$ cat config.mk
export PLATFORM = sky130hd
export DESIGN_NAME = dmq_port_top
export DESIGN_NICKNAME = d
export VERILOG_FILES = /design/src/rtl/dmq_pkg.sv /design/src/rtl/dmq_byte_rev.sv /design/src/rtl/dmq_mode_ctrl.sv /design/src/rtl/dmq_tx_packer.sv /design/src/rtl/dmq_rx_splitter.sv /design/src/rtl/dmq_port_top.sv
export SDC_FILE = /design/constraint.sdc
export NUM_CORES = 1
export LEC_CHECK = 0
export ABC_AREA = 1
export BUFFER_PORTS_ARGS = -buffer_cell sky130_fd_sc_hd__buf_2
export CELL_PAD_IN_SITES_DETAIL_PLACEMENT = 1
export CELL_PAD_IN_SITES_GLOBAL_PLACEMENT = 1
export CORE_ASPECT_RATIO = 1.2
export CORE_MARGIN = 8
export CORE_UTILIZATION = 41
export DETAILED_ROUTE_END_ITERATION = 8
export GPL_ROUTABILITY_DRIVEN = 0
export PLACE_DENSITY_LB_ADDON = 0.1
export RECOVER_POWER = 50
export SYNTH_ARGS = -nofsm -noshare
export SYNTH_HDL_FRONTEND = slang
export SYNTH_SLANG_ARGS = --single-unit
$ cat constraint.sdc
create_clock -name clk -period 3.78 [get_ports clk]
set_input_delay 0.189 -clock clk [delete_from_list [all_inputs] [get_ports clk]]
set_output_delay 0.189 -clock clk [all_outputs]
set_load 0.005 [all_outputs]
$ cat src/rtl/dmq_pkg.sv
package dmq_pkg;
    typedef enum logic [1:0] {
        SPD_100 = 2'd0,
        SPD_200 = 2'd1,
        SPD_400 = 2'd2,
        SPD_800 = 2'd3
    } spd_e;

    typedef struct packed {
        logic lane8;
        logic swap;
    } mode_t;
endpackage

$ cat src/rtl/dmq_byte_rev.sv
module dmq_byte_rev #(
    parameter int LANE_W = 8,
    parameter int QUAD_W = 32
) (
    input  logic [QUAD_W-1:0] din,
    output logic [QUAD_W-1:0] dout
);
    localparam int LANES = QUAD_W / LANE_W;

    for (genvar g = 0; g < LANES; g++) begin : g_lane
        assign dout[g*LANE_W +: LANE_W] = din[(LANES-1-g)*LANE_W +: LANE_W];
    end
endmodule

$ cat src/rtl/dmq_mode_ctrl.sv
module dmq_mode_ctrl
    import dmq_pkg::*;
(
    input  logic       clk,
    input  logic       rst_n,
    input  logic       cfg_byte,
    input  logic       cfg_swap,
    input  logic [1:0] cfg_speed,
    output logic       mode_chg,
    output logic       speed_err
);
    typedef struct packed {
        mode_t act;
        logic  err;
    } st_t;

    st_t r_d, r_q;
    mode_t cfg_now;

    always_comb begin
        cfg_now.lane8 = cfg_byte;
        cfg_now.swap  = cfg_swap;
        r_d       = r_q;
        r_d.act   = cfg_now;
        r_d.err   = cfg_byte && (spd_e'(cfg_speed) >= SPD_400);
    end

    always_ff @(posedge clk or negedge rst_n) begin
        if (!rst_n) r_q <= '0;
        else        r_q <= r_d;
    end

    assign mode_chg  = (cfg_now != r_q.act);
    assign speed_err = r_q.err;

    AST_SPEED_ERR_CAUSE: assert property (@(posedge clk) disable iff (!rst_n)
        speed_err |-> $past(cfg_byte && cfg_speed[1]));
    AST_NO_ERR_WORD_MODE: assert property (@(posedge clk) disable iff (!rst_n)
        $past(!cfg_byte) |-> !speed_err);
endmodule

$ cat src/rtl/dmq_tx_packer.sv
module dmq_tx_packer #(
    parameter int LANE_W = 8,
    parameter int WORD_W = 16,
    parameter int QUAD_W = 32
) (
    input  logic              clk,
    input  logic              rst_n,
    input  logic              lane8,
    input  logic              swap,
    input  logic              mode_chg,
    input  logic [WORD_W-1:0] tx_data,
    input  logic              tx_stb,
    input  logic              tx_end,
    output logic [QUAD_W-1:0] q_data,
    output logic              q_valid
);
    localparam int LANES      = QUAD_W / LANE_W;
    localparam int WORD_LANES = WORD_W / LANE_W;
    localparam int CNT_W      = $clog2(LANES + 1);

    typedef struct packed {
        logic [QUAD_W-1:0] acc;
        logic [CNT_W-1:0]  cnt;
        logic [QUAD_W-1:0] q;
        logic              qswap;
        logic              vld;
    } st_t;

    st_t r_d, r_q;
    logic [QUAD_W-1:0] base_acc, acc2, q_rev;
    logic [CNT_W-1:0]  base_cnt, cnt2;
    int                pad_sh;

    always_comb begin
        r_d      = r_q;
        r_d.vld  = 1'b0;
        base_acc = mode_chg ? '0 : r_q.acc;
        base_cnt = mode_chg ? '0 : r_q.cnt;
        acc2     = base_acc;
        cnt2     = base_cnt;
        if (tx_stb) begin
            if (lane8) begin
                acc2 = {base_acc[QUAD_W-LANE_W-1:0], tx_data[LANE_W-1:0]};
                cnt2 = base_cnt + CNT_W'(1);
            end else begin
                acc2 = {base_acc[QUAD_W-WORD_W-1:0], tx_data};
                cnt2 = base_cnt + CNT_W'(WORD_LANES);
            end
        end
        pad_sh = LANE_W * (LANES - int'(cnt2));
        r_d.acc = acc2;
        r_d.cnt = cnt2;
        if (cnt2 == CNT_W'(LANES)) begin
            r_d.q     = acc2;
            r_d.qswap = swap;
            r_d.vld   = 1'b1;
            r_d.acc   = '0;
            r_d.cnt   = '0;
        end else if (tx_end && (cnt2 != '0)) begin
            r_d.q     = acc2 << pad_sh;
            r_d.qswap = swap;
            r_d.vld   = 1'b1;
            r_d.acc   = '0;
            r_d.cnt   = '0;
        end
    end

    always_ff @(posedge clk or negedge rst_n) begin
        if (!rst_n) r_q <= '0;
        else        r_q <= r_d;
    end

    dmq_byte_rev #(.LANE_W(LANE_W), .QUAD_W(QUAD_W)) u_rev (
        .din  (r_q.q),
        .dout (q_rev)
    );

    assign q_data  = r_q.qswap ? q_rev : r_q.q;
    assign q_valid = r_q.vld;

    AST_TX_CNT_BOUND: assert property (@(posedge clk) disable iff (!rst_n)
        r_q.cnt < CNT_W'(LANES));
    AST_TX_VALID_CAUSE: assert property (@(posedge clk) disable iff (!rst_n)
        q_valid |-> $past(tx_stb || tx_end));
    AST_TX_CHG_CLEAR: assert property (@(posedge clk) disable iff (!rst_n)
        $past(mode_chg && !tx_stb) |-> (r_q.cnt == '0 && !q_valid));
endmodule

$ cat src/rtl/dmq_rx_splitter.sv
module dmq_rx_splitter #(
    parameter int LANE_W = 8,
    parameter int WORD_W = 16,
    parameter int QUAD_W = 32
) (
    input  logic              clk,
    input  logic              rst_n,
    input  logic              lane8,
    input  logic              swap,
    input  logic              mode_chg,
    input  logic [QUAD_W-1:0] rx_quad,
    input  logic              rx_load,
    output logic              rx_busy,
    output logic [WORD_W-1:0] port_out,
    output logic [1:0]        port_oe,
    output logic              rx_word_valid
);
    localparam int LANES      = QUAD_W / LANE_W;
    localparam int WORD_LANES = WORD_W / LANE_W;
    localparam int CNT_W      = $clog2(LANES + 1);

    typedef struct packed {
        logic [QUAD_W-1:0] sr;
        logic [CNT_W-1:0]  left;
        logic              narrow;
        logic [WORD_W-1:0] out;
        logic [1:0]        oe;
        logic              vld;
    } st_t;

    st_t r_d, r_q;
    logic [QUAD_W-1:0] quad_rev, quad_st;
    logic              busy;

    dmq_byte_rev #(.LANE_W(LANE_W), .QUAD_W(QUAD_W)) u_rev (
        .din  (rx_quad),
        .dout (quad_rev)
    );

    always_comb begin
        r_d     = r_q;
        busy    = (r_q.left != '0);
        quad_st = swap ? quad_rev : rx_quad;
        if (mode_chg) begin
            r_d.left = '0;
            r_d.vld  = 1'b0;
            r_d.oe   = 2'b00;
            r_d.out  = '0;
        end else if (rx_load && !busy) begin
            r_d.narrow = lane8;
            r_d.vld    = 1'b1;
            if (lane8) begin
                r_d.out  = {{(WORD_W-LANE_W){1'b0}}, quad_st[QUAD_W-1 -: LANE_W]};
                r_d.sr   = quad_st << LANE_W;
                r_d.left = CNT_W'(LANES - 1);
                r_d.oe   = 2'b01;
            end else begin
                r_d.out  = quad_st[QUAD_W-1 -: WORD_W];
                r_d.sr   = quad_st << WORD_W;
                r_d.left = CNT_W'(LANES / WORD_LANES - 1);
                r_d.oe   = 2'b11;
            end
        end else if (busy) begin
            r_d.vld  = 1'b1;
            r_d.left = r_q.left - CNT_W'(1);
            if (r_q.narrow) begin
                r_d.out = {{(WORD_W-LANE_W){1'b0}}, r_q.sr[QUAD_W-1 -: LANE_W]};
                r_d.sr  = r_q.sr << LANE_W;
                r_d.oe  = 2'b01;
            end else begin
                r_d.out = r_q.sr[QUAD_W-1 -: WORD_W];
                r_d.sr  = r_q.sr << WORD_W;
                r_d.oe  = 2'b11;
            end
        end else begin
            r_d.vld = 1'b0;
            r_d.oe  = 2'b00;
            r_d.out = '0;
        end
    end

    always_ff @(posedge clk or negedge rst_n) begin
        if (!rst_n) r_q <= '0;
        else        r_q <= r_d;
    end

    assign rx_busy       = busy;
    assign port_out      = r_q.out;
    assign port_oe       = r_q.oe;
    assign rx_word_valid = r_q.vld;

    AST_RX_HI_QUIET: assert property (@(posedge clk) disable iff (!rst_n)
        !port_oe[1] |-> (port_out[WORD_W-1:LANE_W] == '0));
    AST_RX_VALID_OE: assert property (@(posedge clk) disable iff (!rst_n)
        rx_word_valid |-> port_oe[0]);
    AST_RX_LEFT_BOUND: assert property (@(posedge clk) disable iff (!rst_n)
        r_q.left < CNT_W'(LANES));
    AST_RX_BUSY_IGNORE: assert property (@(posedge clk) disable iff (!rst_n)
        (busy && rx_load && !mode_chg) |=> (r_q.left == $past(r_q.left) - CNT_W'(1)));
endmodule

$ cat src/rtl/dmq_port_top.sv
module dmq_port_top #(
    parameter int LANE_W = 8,
    parameter int WORD_W = 16,
    parameter int QUAD_W = 32
) (
    input  logic              clk,
    input  logic              rst_n,
    input  logic              cfg_byte,
    input  logic              cfg_swap,
    input  logic [1:0]        cfg_speed,
    input  logic [WORD_W-1:0] tx_data,
    input  logic              tx_stb,
    input  logic              tx_end,
    output logic [QUAD_W-1:0] q_data,
    output logic              q_valid,
    input  logic [QUAD_W-1:0] rx_quad,
    input  logic              rx_load,
    output logic              rx_busy,
    output logic [WORD_W-1:0] port_out,
    output logic [1:0]        port_oe,
    output logic              rx_word_valid,
    output logic              speed_err
);
    logic mode_chg;

    dmq_mode_ctrl u_mode (
        .clk       (clk),
        .rst_n     (rst_n),
        .cfg_byte  (cfg_byte),
        .cfg_swap  (cfg_swap),
        .cfg_speed (cfg_speed),
        .mode_chg  (mode_chg),
        .speed_err (speed_err)
    );

    dmq_tx_packer #(.LANE_W(LANE_W), .WORD_W(WORD_W), .QUAD_W(QUAD_W)) u_tx (
        .clk      (clk),
        .rst_n    (rst_n),
        .lane8    (cfg_byte),
        .swap     (cfg_swap),
        .mode_chg (mode_chg),
        .tx_data  (tx_data),
        .tx_stb   (tx_stb),
        .tx_end   (tx_end),
        .q_data   (q_data),
        .q_valid  (q_valid)
    );

    dmq_rx_splitter #(.LANE_W(LANE_W), .WORD_W(WORD_W), .QUAD_W(QUAD_W)) u_rx (
        .clk           (clk),
        .rst_n         (rst_n),
        .lane8         (cfg_byte),
        .swap          (cfg_swap),
        .mode_chg      (mode_chg),
        .rx_quad       (rx_quad),
        .rx_load       (rx_load),
        .rx_busy       (rx_busy),
        .port_out      (port_out),
        .port_oe       (port_oe),
        .rx_word_valid (rx_word_valid)
    );

    AST_TX_RX_INDEPENDENT_OE: assert property (@(posedge clk) disable iff (!rst_n)
        (port_oe == 2'b11) |-> $past(!cfg_byte));
endmodule

Word level (Yosys, flattened, before mapping)
Cells that the tools add are included. W data, S select, Z words.

Input bits: 57. Logic and storage cells: 54. Bits in registers: 127.

Add/subtract/negate cells: 4. Multiplexer cells: 20. $lt $le $gt $ge: 1. Eq/ne operators: 2. Bitwise operators: 1. Reduce and logical (&&, ||, !) cells: 11. Shift operators: 1.

Operators by type and width (count): $mux W32 (6); $mux W69 (2); $mux W35 (3); $mux W19 (3); $mux W18 (2); $shl A32 B32 Y32 (1); $mux W3 (4); $reduce_bool A3 Y1 (3); $reduce_and A2 Y1 (2); $reduce_bool A2 Y1 (2); $sub A3 B3 Y4 const A (1); $add A3 B1 Y3 const B (1); $add A3 B2 Y3 const B (1); $eq A3 B3 Y1 const B (1); $logic_and A1 B1 Y1 (3); $sub A3 B1 Y3 const B (1); $ge A2 B2 Y1 const B (1); $ne A2 B2 Y1 (1); $logic_not A1 Y1 (1); $not A1 Y1 (1).

Logic depth before layout (Yosys ltp)
Gate-level depths: netlist of run 1.

Depth after elaboration: 9. Gate-level depth with buffers: 20.

Modules after synthesis
A second synthesis of run 1 with hierarchy kept.

Cell total of the unflattened synthesis: 1278. Area, all modules: 8365.5 sq um.

By module, submodules not included: dmq_tx_packer (instances 1, cells each 662, area an instance 4426.7 sq um); dmq_rx_splitter (instances 1, cells each 540, area an instance 3344.5 sq um); dmq_byte_rev (instances 2, cells each 32, area an instance 240.2 sq um); dmq_mode_ctrl (instances 1, cells each 12, area an instance 113.9 sq um).

Worst setup path before layout of run 1
OpenSTA, ideal clock, no wires.

Path type: flip-flop to flip-flop. Start point: register u_mode.r_q[2] (netlist bit). End point: register u_tx.r_q[23] (netlist bit). Data arrival time: 2.867 ns. Setup time: 0.071 ns. Stages on the path, launching flop included: 17. Path slack: 0.843 ns. Buffers on the path: 5. Data required time: 3.709 ns. Cells stage by stage: dfrtp_1 xnor2_2 nand3_1 nand2_1 nand2_1 buf_4 buf_2 buf_4 ha_1 ha_1 clkbuf_1 nor4_1 inv_1 nor2_2 buf_2 nand3_1 nand4_1.

Longest elaborated chain between the ends: 9.

Ends and longest elaborated chain: from (decl) (line dmq_mode_ctrl.sv:17) `st_t r_d, r_q;`; from (signal assigned) (line dmq_mode_ctrl.sv:30) `else r_q <= r_d;`; $ne A2 B2 Y1 * (line dmq_mode_ctrl.sv:33) `assign mode_chg = (cfg_now != r_q.act);`; $mux W3 (line dmq_tx_packer.sv:38) `base_cnt = mode_chg ? '0 : r_q.cnt;`; $add A3 B2 Y3 / $add A3 B1 Y3 (equally long branches) (line dmq_tx_packer.sv:47, dmq_tx_packer.sv:44); $mux W3 (line dmq_tx_packer.sv:42) `if (lane8) begin`; $mux W3 (line dmq_tx_packer.sv:41) `if (tx_stb) begin`; $sub A3 B3 Y4 (line dmq_tx_packer.sv:50) `pad_sh = LANE_W * (LANES - int'(cnt2));`; $shl A32 B32 Y32 (line dmq_tx_packer.sv:60) `r_d.q = acc2 << pad_sh;`; $mux W69 (line dmq_tx_packer.sv:59) `end else if (tx_end && (cnt2 != '0)) begin`; $mux W69 (line dmq_tx_packer.sv:53) `if (cnt2 == CNT_W'(LANES)) begin`; to (signal assigned) (line dmq_tx_packer.sv:70) `else r_q <= r_d;`; to (decl) (line dmq_tx_packer.sv:29) `st_t r_d, r_q;`.

Every way passes the cells marked *; elsewhere a longest branch is shown, timed or not. The select of a mux whose other input is x is not followed. A chain may end at the register's enable or synchronous reset.

Worst setup path in the final report of run 1
Start point: register u_mode.r_q[2] (netlist bit). End point: register u_rx.r_q[46] (netlist bit).

Longest elaborated chain between the ends: 3.

Ends and longest elaborated chain: $ne A2 B2 Y1 (line dmq_mode_ctrl.sv:33); $not A1 Y1 (no line); $reduce_and A2 Y1 (no line); to (signal assigned) (line dmq_rx_splitter.sv:84) `else r_q <= r_d;`; to (decl) (line dmq_rx_splitter.sv:31) `st_t r_d, r_q;`.

No other way between the ends.

==> results of run 1 <==
## state kept, by name, indices dropped and copies added (netlist names)
signal / count
u_tx.q_valid: 1
u_mode.speed_err: 1
u_rx.r_q: 28
u_rx.port_oe: 2
u_mode.r_q: 2
u_rx.port_out: 16
u_tx.r_q: 68
## how the worst max path moves through the flow
stage                   from           end  slack (ps)  cells after the start
2_1_floorplan  u_mode.r_q[2]  u_tx.r_q[23]         840                     16
3_3_place_gp        cfg_byte  u_tx.r_q[33]         750                     18
3_5_place_dp        cfg_byte  u_tx.r_q[33]         600                     18
4_1_cts        u_mode.r_q[2]  u_tx.r_q[33]         760                     16
5_1_grt        u_mode.r_q[2]  u_rx.r_q[54]         230                      9
6_report       u_mode.r_q[2]  u_rx.r_q[46]         450                      9
## final cells by class
type / instances / area, sq um / area share [%]
multi-input cells: 707 / 3412 / 40.84
flip-flops and latches: 118 / 2953 / 35.35
clock inverters: 9 / 147.6 / 1.767
inverters: 108 / 405.4 / 4.852
clock buffers: 23 / 478.0 / 5.721
well taps: 220 / 275.3 / 3.295
repair buffers: 130 / 683.2 / 8.177
## tightest hold or removal path, delay by kind of cell
kind                   cells  cell delay, ps
AO/OA/AOI/OAI              1             120
buffers and inverters      1              70
AND/OR/NAND/NOR            2             120
## kinds of logic (layout without fill, tap and decap cells)
| group | count (synthesis) | in the layout | share of synthesized area [%] |
|---|---|---|---|
| mux | 2 | 2 | 0.2767 |
| buf+inv | 196 | 270 | 12.05 |
| xor+xnor | 1 | 1 | 0.2249 |
| simple gates | 479 | 479 | 27.90 |
| compound gates | 220 | 220 | 17.87 |
| fa+ha+maj | 5 | 5 | 0.8648 |
| flops | 118 | 118 | 40.82 |
## cell usage in the layout, fill, tap and decap left out, drive strengths merged, types with 2 or more instances in the layout
cell,count
a31oi,7
bufinv,4
clkbuf,41
a21oi,33
o31ai,5
a2bb2oi,4
nand3,80
a211oi,6
inv,106
o21a,3
clkinv,6
dlygate4sd3,3
nand2,300
dfrtp,118
o21ai,116
nor2,62
o22ai,4
a221oi,5
a21boi,3
buf,109
nand4,36
ha,5
mux2i,2
a22oi,24
o211ai,9
## stage by stage
step	power [W]	instances	hold WS, ps	utilization, %
2_1_floorplan	0.002220	1021	-106.6	-
3_3_place_gp	0.002529	1280	349.8	44.39
3_5_place_dp	0.002561	1280	352.4	44.39
4_1_cts	0.004332	1315	45.91	48.15
5_1_grt	0.004530	1315	150.8	47.90
6_report	0.004279	1315	122.7	47.90
## repair_timing
action	CTS	global route
gates resized for setup	0	0
setup buffers	0	0
hold buffers	3	0
endpoints found under the hold margin	65	0
## routing by layer
layer  up-vias  track usage, %  share of wire [%]  wire length [microns]
li1       3472               -                  -                      -
met1      3499           26.20                 44                   9948
met2       127           37.30                 51                  11480
met3        25           3.884                3.7                    827
met4         2           6.531                1.3                    301
met5         -               0              0.058                     13
## power by group
part / leakage [nW] / switching [W] / internal, W
combinational: 2.35 / 0.000618 / 0.000331
clock: 0.307 / 0.000596 / 0.00115
sequential: 1.55 / 0.000134 / 0.00145
==> impl_metrics.env, run 1 <==
export IMPL_die_y_microns=161.5
export IMPL_path_cells="xnor2_2, nand2_2, clkbuf_1, nor2_1, buf_4, inv_1, buf_4, a211oi_1, a21oi_1"
export IMPL_max_freq_mhz=300.6
export IMPL_syn_area_sq_um=7234
export IMPL_cts_buffers=17
export IMPL_drc_errors=0
export IMPL_die_x_microns=137.3
export IMPL_fin_crit_ps=3327
export IMPL_power_density_nw_per_um2=512.2
export IMPL_hpwl_microns=15750
export IMPL_failed_checks="max-capacitance violations, max-slew violations"
export IMPL_overflow=0
export IMPL_yosysTopAreaCell="dfrtp_1"
export IMPL_synth_edf_count=0
export IMPL_hold_viol=0
export IMPL_synth_top_area_share_pct=40.82
export IMPL_htreeDepth=4
export IMPL_setup_violations_final=0
export IMPL_leakagePower_nw=4.212
export IMPL_place_ws_ps=604.3
export IMPL_numClockSinks=118
export IMPL_drtAntennaViolNets=0
export IMPL_clockBufferDepth=2
export IMPL_min_delay_start="tx_data[2]"
export IMPL_wirelength_microns=22570
export IMPL_grt_util_all_layers_pct=21.48
export IMPL_post_dp_cell_area_sq_um=7741
export IMPL_die_area_sq_um=22170
export IMPL_syn_num_nets=1083
export IMPL_hold_depth=4
export IMPL_slowest_stage="clkbuf_1"
export IMPL_yosys_warnings=0
export IMPL_antenna_diode_count=0
export IMPL_critPathTopFamily="buffers and inverters"
export IMPL_rrSetupSlack_ps=450
export IMPL_fillers=2280
export IMPL_ys_ff_latch=118
export IMPL_report_final_slew_viol_count=139
export IMPL_synthToLayoutAreaGrowth_pct=15.48
export IMPL_ir_worst_vdd_mv=0.2672
export IMPL_initial_core_util_pct=41.48
export IMPL_skew_ps=7.341
export IMPL_yosysUniqueCellTypes=38
export IMPL_grt_max_degree=65
export IMPL_worstMarginPinSlew_ps=1645
export IMPL_grt_pass1_vias=7465
export IMPL_drt_initial_drc_count=447
export IMPL_layout_drive_gt1_share_pct=14.43
export IMPL_io_pin_count=111
export IMPL_cp_required_ps=4130
export IMPL_synthFlopType="dfrtp_1"
export IMPL_min_delay_path_class="in2reg"
export IMPL_crit_buf_inv=4
export IMPL_r2r_end="u_rx.r_q[46]"
export IMPL_cap_viol_max_count=3
export IMPL_synth_avg_cell_area_sq_um=7.086
export IMPL_synth_seq_area_share_pct=40.82
export IMPL_crit_arrival_ps=3680
export IMPL_grt_pass1_wl_microns=38130
export IMPL_hold_path_end="u_tx.r_q[39]"
export IMPL_cpPeakStageDelay_ps=1170
export IMPL_worstRegToRegCells=9
export IMPL_vias=7125
export IMPL_path_max_fanout=31
export IMPL_nets=1144
export IMPL_async_flop_share_pct=100.0
export IMPL_final_cell_area_sq_um=8354
export IMPL_placeableCoreArea_sq_um=17440
export IMPL_wl_per_cell_microns=17.16
export IMPL_cts_tree="yes"
export IMPL_status="complete, but fails checks"
export IMPL_setup_slack_ps=453.5
export IMPL_via_per_inst=5.418
export IMPL_rsz0062_at_grt="false"
export IMPL_yosysMostFrequentCell="nand2_1"
export IMPL_yosys_top_cells_area="dfrtp_1 41%, nand2_1 15%, o21ai_0 7.1%"
export IMPL_path_clk_slew_ps=60
export IMPL_crit_path_frequent_cell="buf_4"
export IMPL_clock_latency_ps=430
export IMPL_worstReg2RegStart="u_mode.r_q[2]"
export IMPL_first_pass_iters=5
export IMPL_finalCritPeriodShare_pct=88.00
export IMPL_critPathLaunchType="register"
export IMPL_synth_commonest_cells="296 x nand2_1, 118 x dfrtp_1, 102 x o21ai_0, 101 x inv_1, 79 x nand3_1"
export IMPL_io_buffers=109
export IMPL_cp_end_kind="register"
export IMPL_antenna_found_initial=1
export IMPL_criticalPathCategory="reg2reg"
export IMPL_tns_ps=0
export IMPL_syn_inst=1021
export IMPL_cts_root_buf="clkbuf_16"
export IMPL_slew_headroom_pct=-9.687
export IMPL_rows=53
(Power assumes the default switching activity.)
==> run 2: changes to the inputs <==
ABC_AREA = not set   (was 1)
CORE_UTILIZATION = 44   (was 41)
==> impl_metrics.env, run 2 <==
export IMPL_async_flop_share_pct=100.0
export IMPL_placeableCoreArea_sq_um=16210
export IMPL_nets=912
export IMPL_wl_per_cell_microns=22.67
export IMPL_ys_ff_latch=118
export IMPL_crit_path_frequent_cell="ha_1"
export IMPL_grt_max_degree=64
export IMPL_cap_viol_max_count=2
export IMPL_hold_path_end="u_tx.r_q[34]"
export IMPL_synth_top_area_share_pct=40.74
export IMPL_cts_root_buf="clkbuf_16"
export IMPL_synthFlopType="dfrtp_1"
export IMPL_yosysUniqueCellTypes=53
export IMPL_drtAntennaViolNets=0
export IMPL_yosys_top_cells_area="dfrtp_1 41%, mux2_2 9.3%, mux2i_1 6.8%"
export IMPL_cts_buffers=17
export IMPL_final_cell_area_sq_um=8451
export IMPL_io_pin_count=111
export IMPL_synth_edf_count=0
export IMPL_setup_slack_ps=266.5
export IMPL_min_delay_start="tx_end"
export IMPL_cp_required_ps=4090
export IMPL_syn_area_sq_um=7248
export IMPL_layout_commonest_cell="dfrtp_1"
export IMPL_worstRegToRegCells=11
export IMPL_hpwl_microns=17310
export IMPL_fillers=1902
export IMPL_setup_violations_final=0
export IMPL_grt_pass1_vias=7282
export IMPL_synthToLayoutAreaGrowth_pct=16.59
export IMPL_slowest_stage="dfrtp_1"
export IMPL_report_final_slew_viol_count=97
export IMPL_power_density_nw_per_um2=515.7
export IMPL_syn_num_nets=838
export IMPL_yosysTopAreaCell="dfrtp_1"
export IMPL_layout_common_cells="118 x dfrtp_1, 103 x nor2_1, 89 x buf_2"
export IMPL_layout_drive_gt1_share_pct=25.38
export IMPL_cpPeakStageDelay_ps=580
export IMPL_initial_core_util_pct=44.72
export IMPL_numClockSinks=118
export IMPL_finalCritPeriodShare_pct=92.95
export IMPL_rrSetupSlack_ps=270
export IMPL_ir_worst_vdd_mv=0.2662
export IMPL_clock_latency_ps=420
export IMPL_drc_errors=0
export IMPL_path_cells="inv_1, o31ai_1, nand2_1, xnor2_1, ha_1, ha_1, nor4b_2, nand2b_1, a211oi_4, a21oi_2, o221ai_1"
export IMPL_cp_end_kind="register"
export IMPL_max_freq_mhz=284.6
export IMPL_wirelength_microns=24370
export IMPL_criticalPathCategory="reg2reg"
export IMPL_post_dp_cell_area_sq_um=7865
export IMPL_critPathTopFamily="compound AO/OA/AOI/OAI gates"
export IMPL_grt_pass1_wl_microns=39000
export IMPL_post_route_util_pct=52.14
export IMPL_place_ws_ps=56.78
export IMPL_status="complete, but fails checks"
export IMPL_path_max_fanout=12
export IMPL_syn_inst=776
export IMPL_die_x_microns=133.2
export IMPL_crit_buf_inv=1
export IMPL_worstReg2RegStart="u_mode.r_q[2]"
export IMPL_path_clk_slew_ps=50
export IMPL_drt_initial_drc_count=404
export IMPL_vias=6525
export IMPL_rsz0062_at_grt="false"
export IMPL_synth_seq_area_share_pct=40.74
export IMPL_slew_headroom_pct=-18.85
export IMPL_antenna_diode_count=0
export IMPL_tns_ps=0
export IMPL_holdWs_ps=11.83
export IMPL_skew_ps=12.41
export IMPL_failed_checks="max-capacitance violations, max-slew violations"
export IMPL_hold_depth=2
export IMPL_cts_resized=0
export IMPL_worstMarginPinSlew_ps=1783
export IMPL_antenna_found_initial=0
export IMPL_die_area_sq_um=20850
export IMPL_critPathLaunchType="register"
export IMPL_top_register="u_tx.r_q"
export IMPL_die_y_microns=156.6
export IMPL_rows=51
export IMPL_grt_util_all_layers_pct=23.78
export IMPL_first_pass_iters=5
export IMPL_largest_reg_flops=68
export IMPL_yosysMostFrequentCell="dfrtp_1"
export IMPL_fin_crit_ps=3514
export IMPL_yosys_warnings=0
export IMPL_via_per_inst=6.070
export IMPL_synth_avg_cell_area_sq_um=9.340
export IMPL_leakagePower_nw=3.878
export IMPL_min_delay_path_class="in2reg"
export IMPL_htreeDepth=4
export IMPL_r2r_end="u_tx.r_q[15]"
export IMPL_hold_viol=0
export IMPL_clockBufferDepth=2
export IMPL_cts_tree="yes"
export IMPL_overflow=0
export IMPL_io_buffers=109
export IMPL_synth_commonest_cells="118 x dfrtp_1, 103 x nor2_1, 73 x nand2_1, 60 x mux2_2, 49 x mux2i_1"
export IMPL_crit_arrival_ps=3830
## run 2: cell types whose count changed after synthesis, moves of 44 or more
cell	before	now
nand2_1	296	73
nor2_1	59	103
mux2i_1	2	49
nand3_1	79	2
o21ai_0	102	15
mux2_2	0	60
inv_1	101	14
## run 2: power by group
group	internal [W]	leakage (nW)	switching (W)	total, W
Sequential	0.00143	1.58	0.000209	0.00164
Clock	0.00111	0.298	0.000577	0.00169
Combinational	0.000464	2.00	0.000564	0.00103
Total	0.00301	3.88	0.00135	0.00436
## run 2: cells by family after synthesis
| kind of cell | Yosys count | share of synthesized area, % |
|---|---|---|
| flip-flops | 118 | 40.74 |
| buffers and inverters | 96 | 6.456 |
| adder cells (fa/ha/maj) | 5 | 0.8631 |
| AO/OA/AOI/OAI | 192 | 18.82 |
| XOR/XNOR | 7 | 1.416 |
| multiplexers | 109 | 16.09 |
| AND/OR/NAND/NOR | 249 | 15.62 |
## run 2: worst register-to-register path: cells and delay by family (launching register included)
kind            cells  cell delay, ps
compound gates      4            1280
xor+xnor            1             260
flops               1             580
simple gates        3             720
buf+inv             1             130
fa+ha+maj           2             470
## run 2: cell type report
cell class	count	area [sq um]	share of cell area, %
timing repair buffer	135	724.4	8.573
multi-input combinational	562	3841	45.45
clock buffer	22	454.2	5.375
clock inverter	10	152.6	1.806
tap	212	265.3	3.139
inverter	16	60.06	0.7107
sequential	118	2953	34.94
## run 2: what timing repair did
action	in CTS	in global routing
hold endpoints to repair	56	0
setup buffers	0	1
hold buffers	2	0
endpoints found under the setup margin	0	10
## run 2: worst max-delay path by stage
stage	cells past startpoint	end	from
2_1_floorplan	12	u_tx.r_q[26]	u_mode.r_q[2]
4_1_cts	11	u_tx.r_q[30]	u_mode.r_q[2]
5_1_grt	11	u_tx.r_q[11]	u_mode.r_q[2]
3_3_place_gp	11	u_tx.r_q[28]	u_mode.r_q[2]
6_report	11	u_tx.r_q[15]	u_mode.r_q[2]
3_5_place_dp	11	u_tx.r_q[30]	u_mode.r_q[2]
## run 2: stage by stage
| stage | std cells | total power (W) |
|---|---|---|
| 2_1_floorplan | 776 | 0.002283 |
| 3_3_place_gp | 1040 | 0.002632 |
| 3_5_place_dp | 1040 | 0.002696 |
| 4_1_cts | 1074 | 0.004393 |
| 5_1_grt | 1075 | 0.004566 |
| 6_report | 1075 | 0.004358 |
## run 2: metal layers
| metal | up-vias | global-route usage, % | wire length (microns) |
|---|---|---|---|
| li1 | 2949 | - | - |
| met1 | 3291 | 24.49 | 8952 |
| met2 | 203 | 43.53 | 13160 |
| met3 | 82 | 4.137 | 844 |
| met4 | 0 | 15.85 | 1411 |
| met5 | - | 0 | 0 |
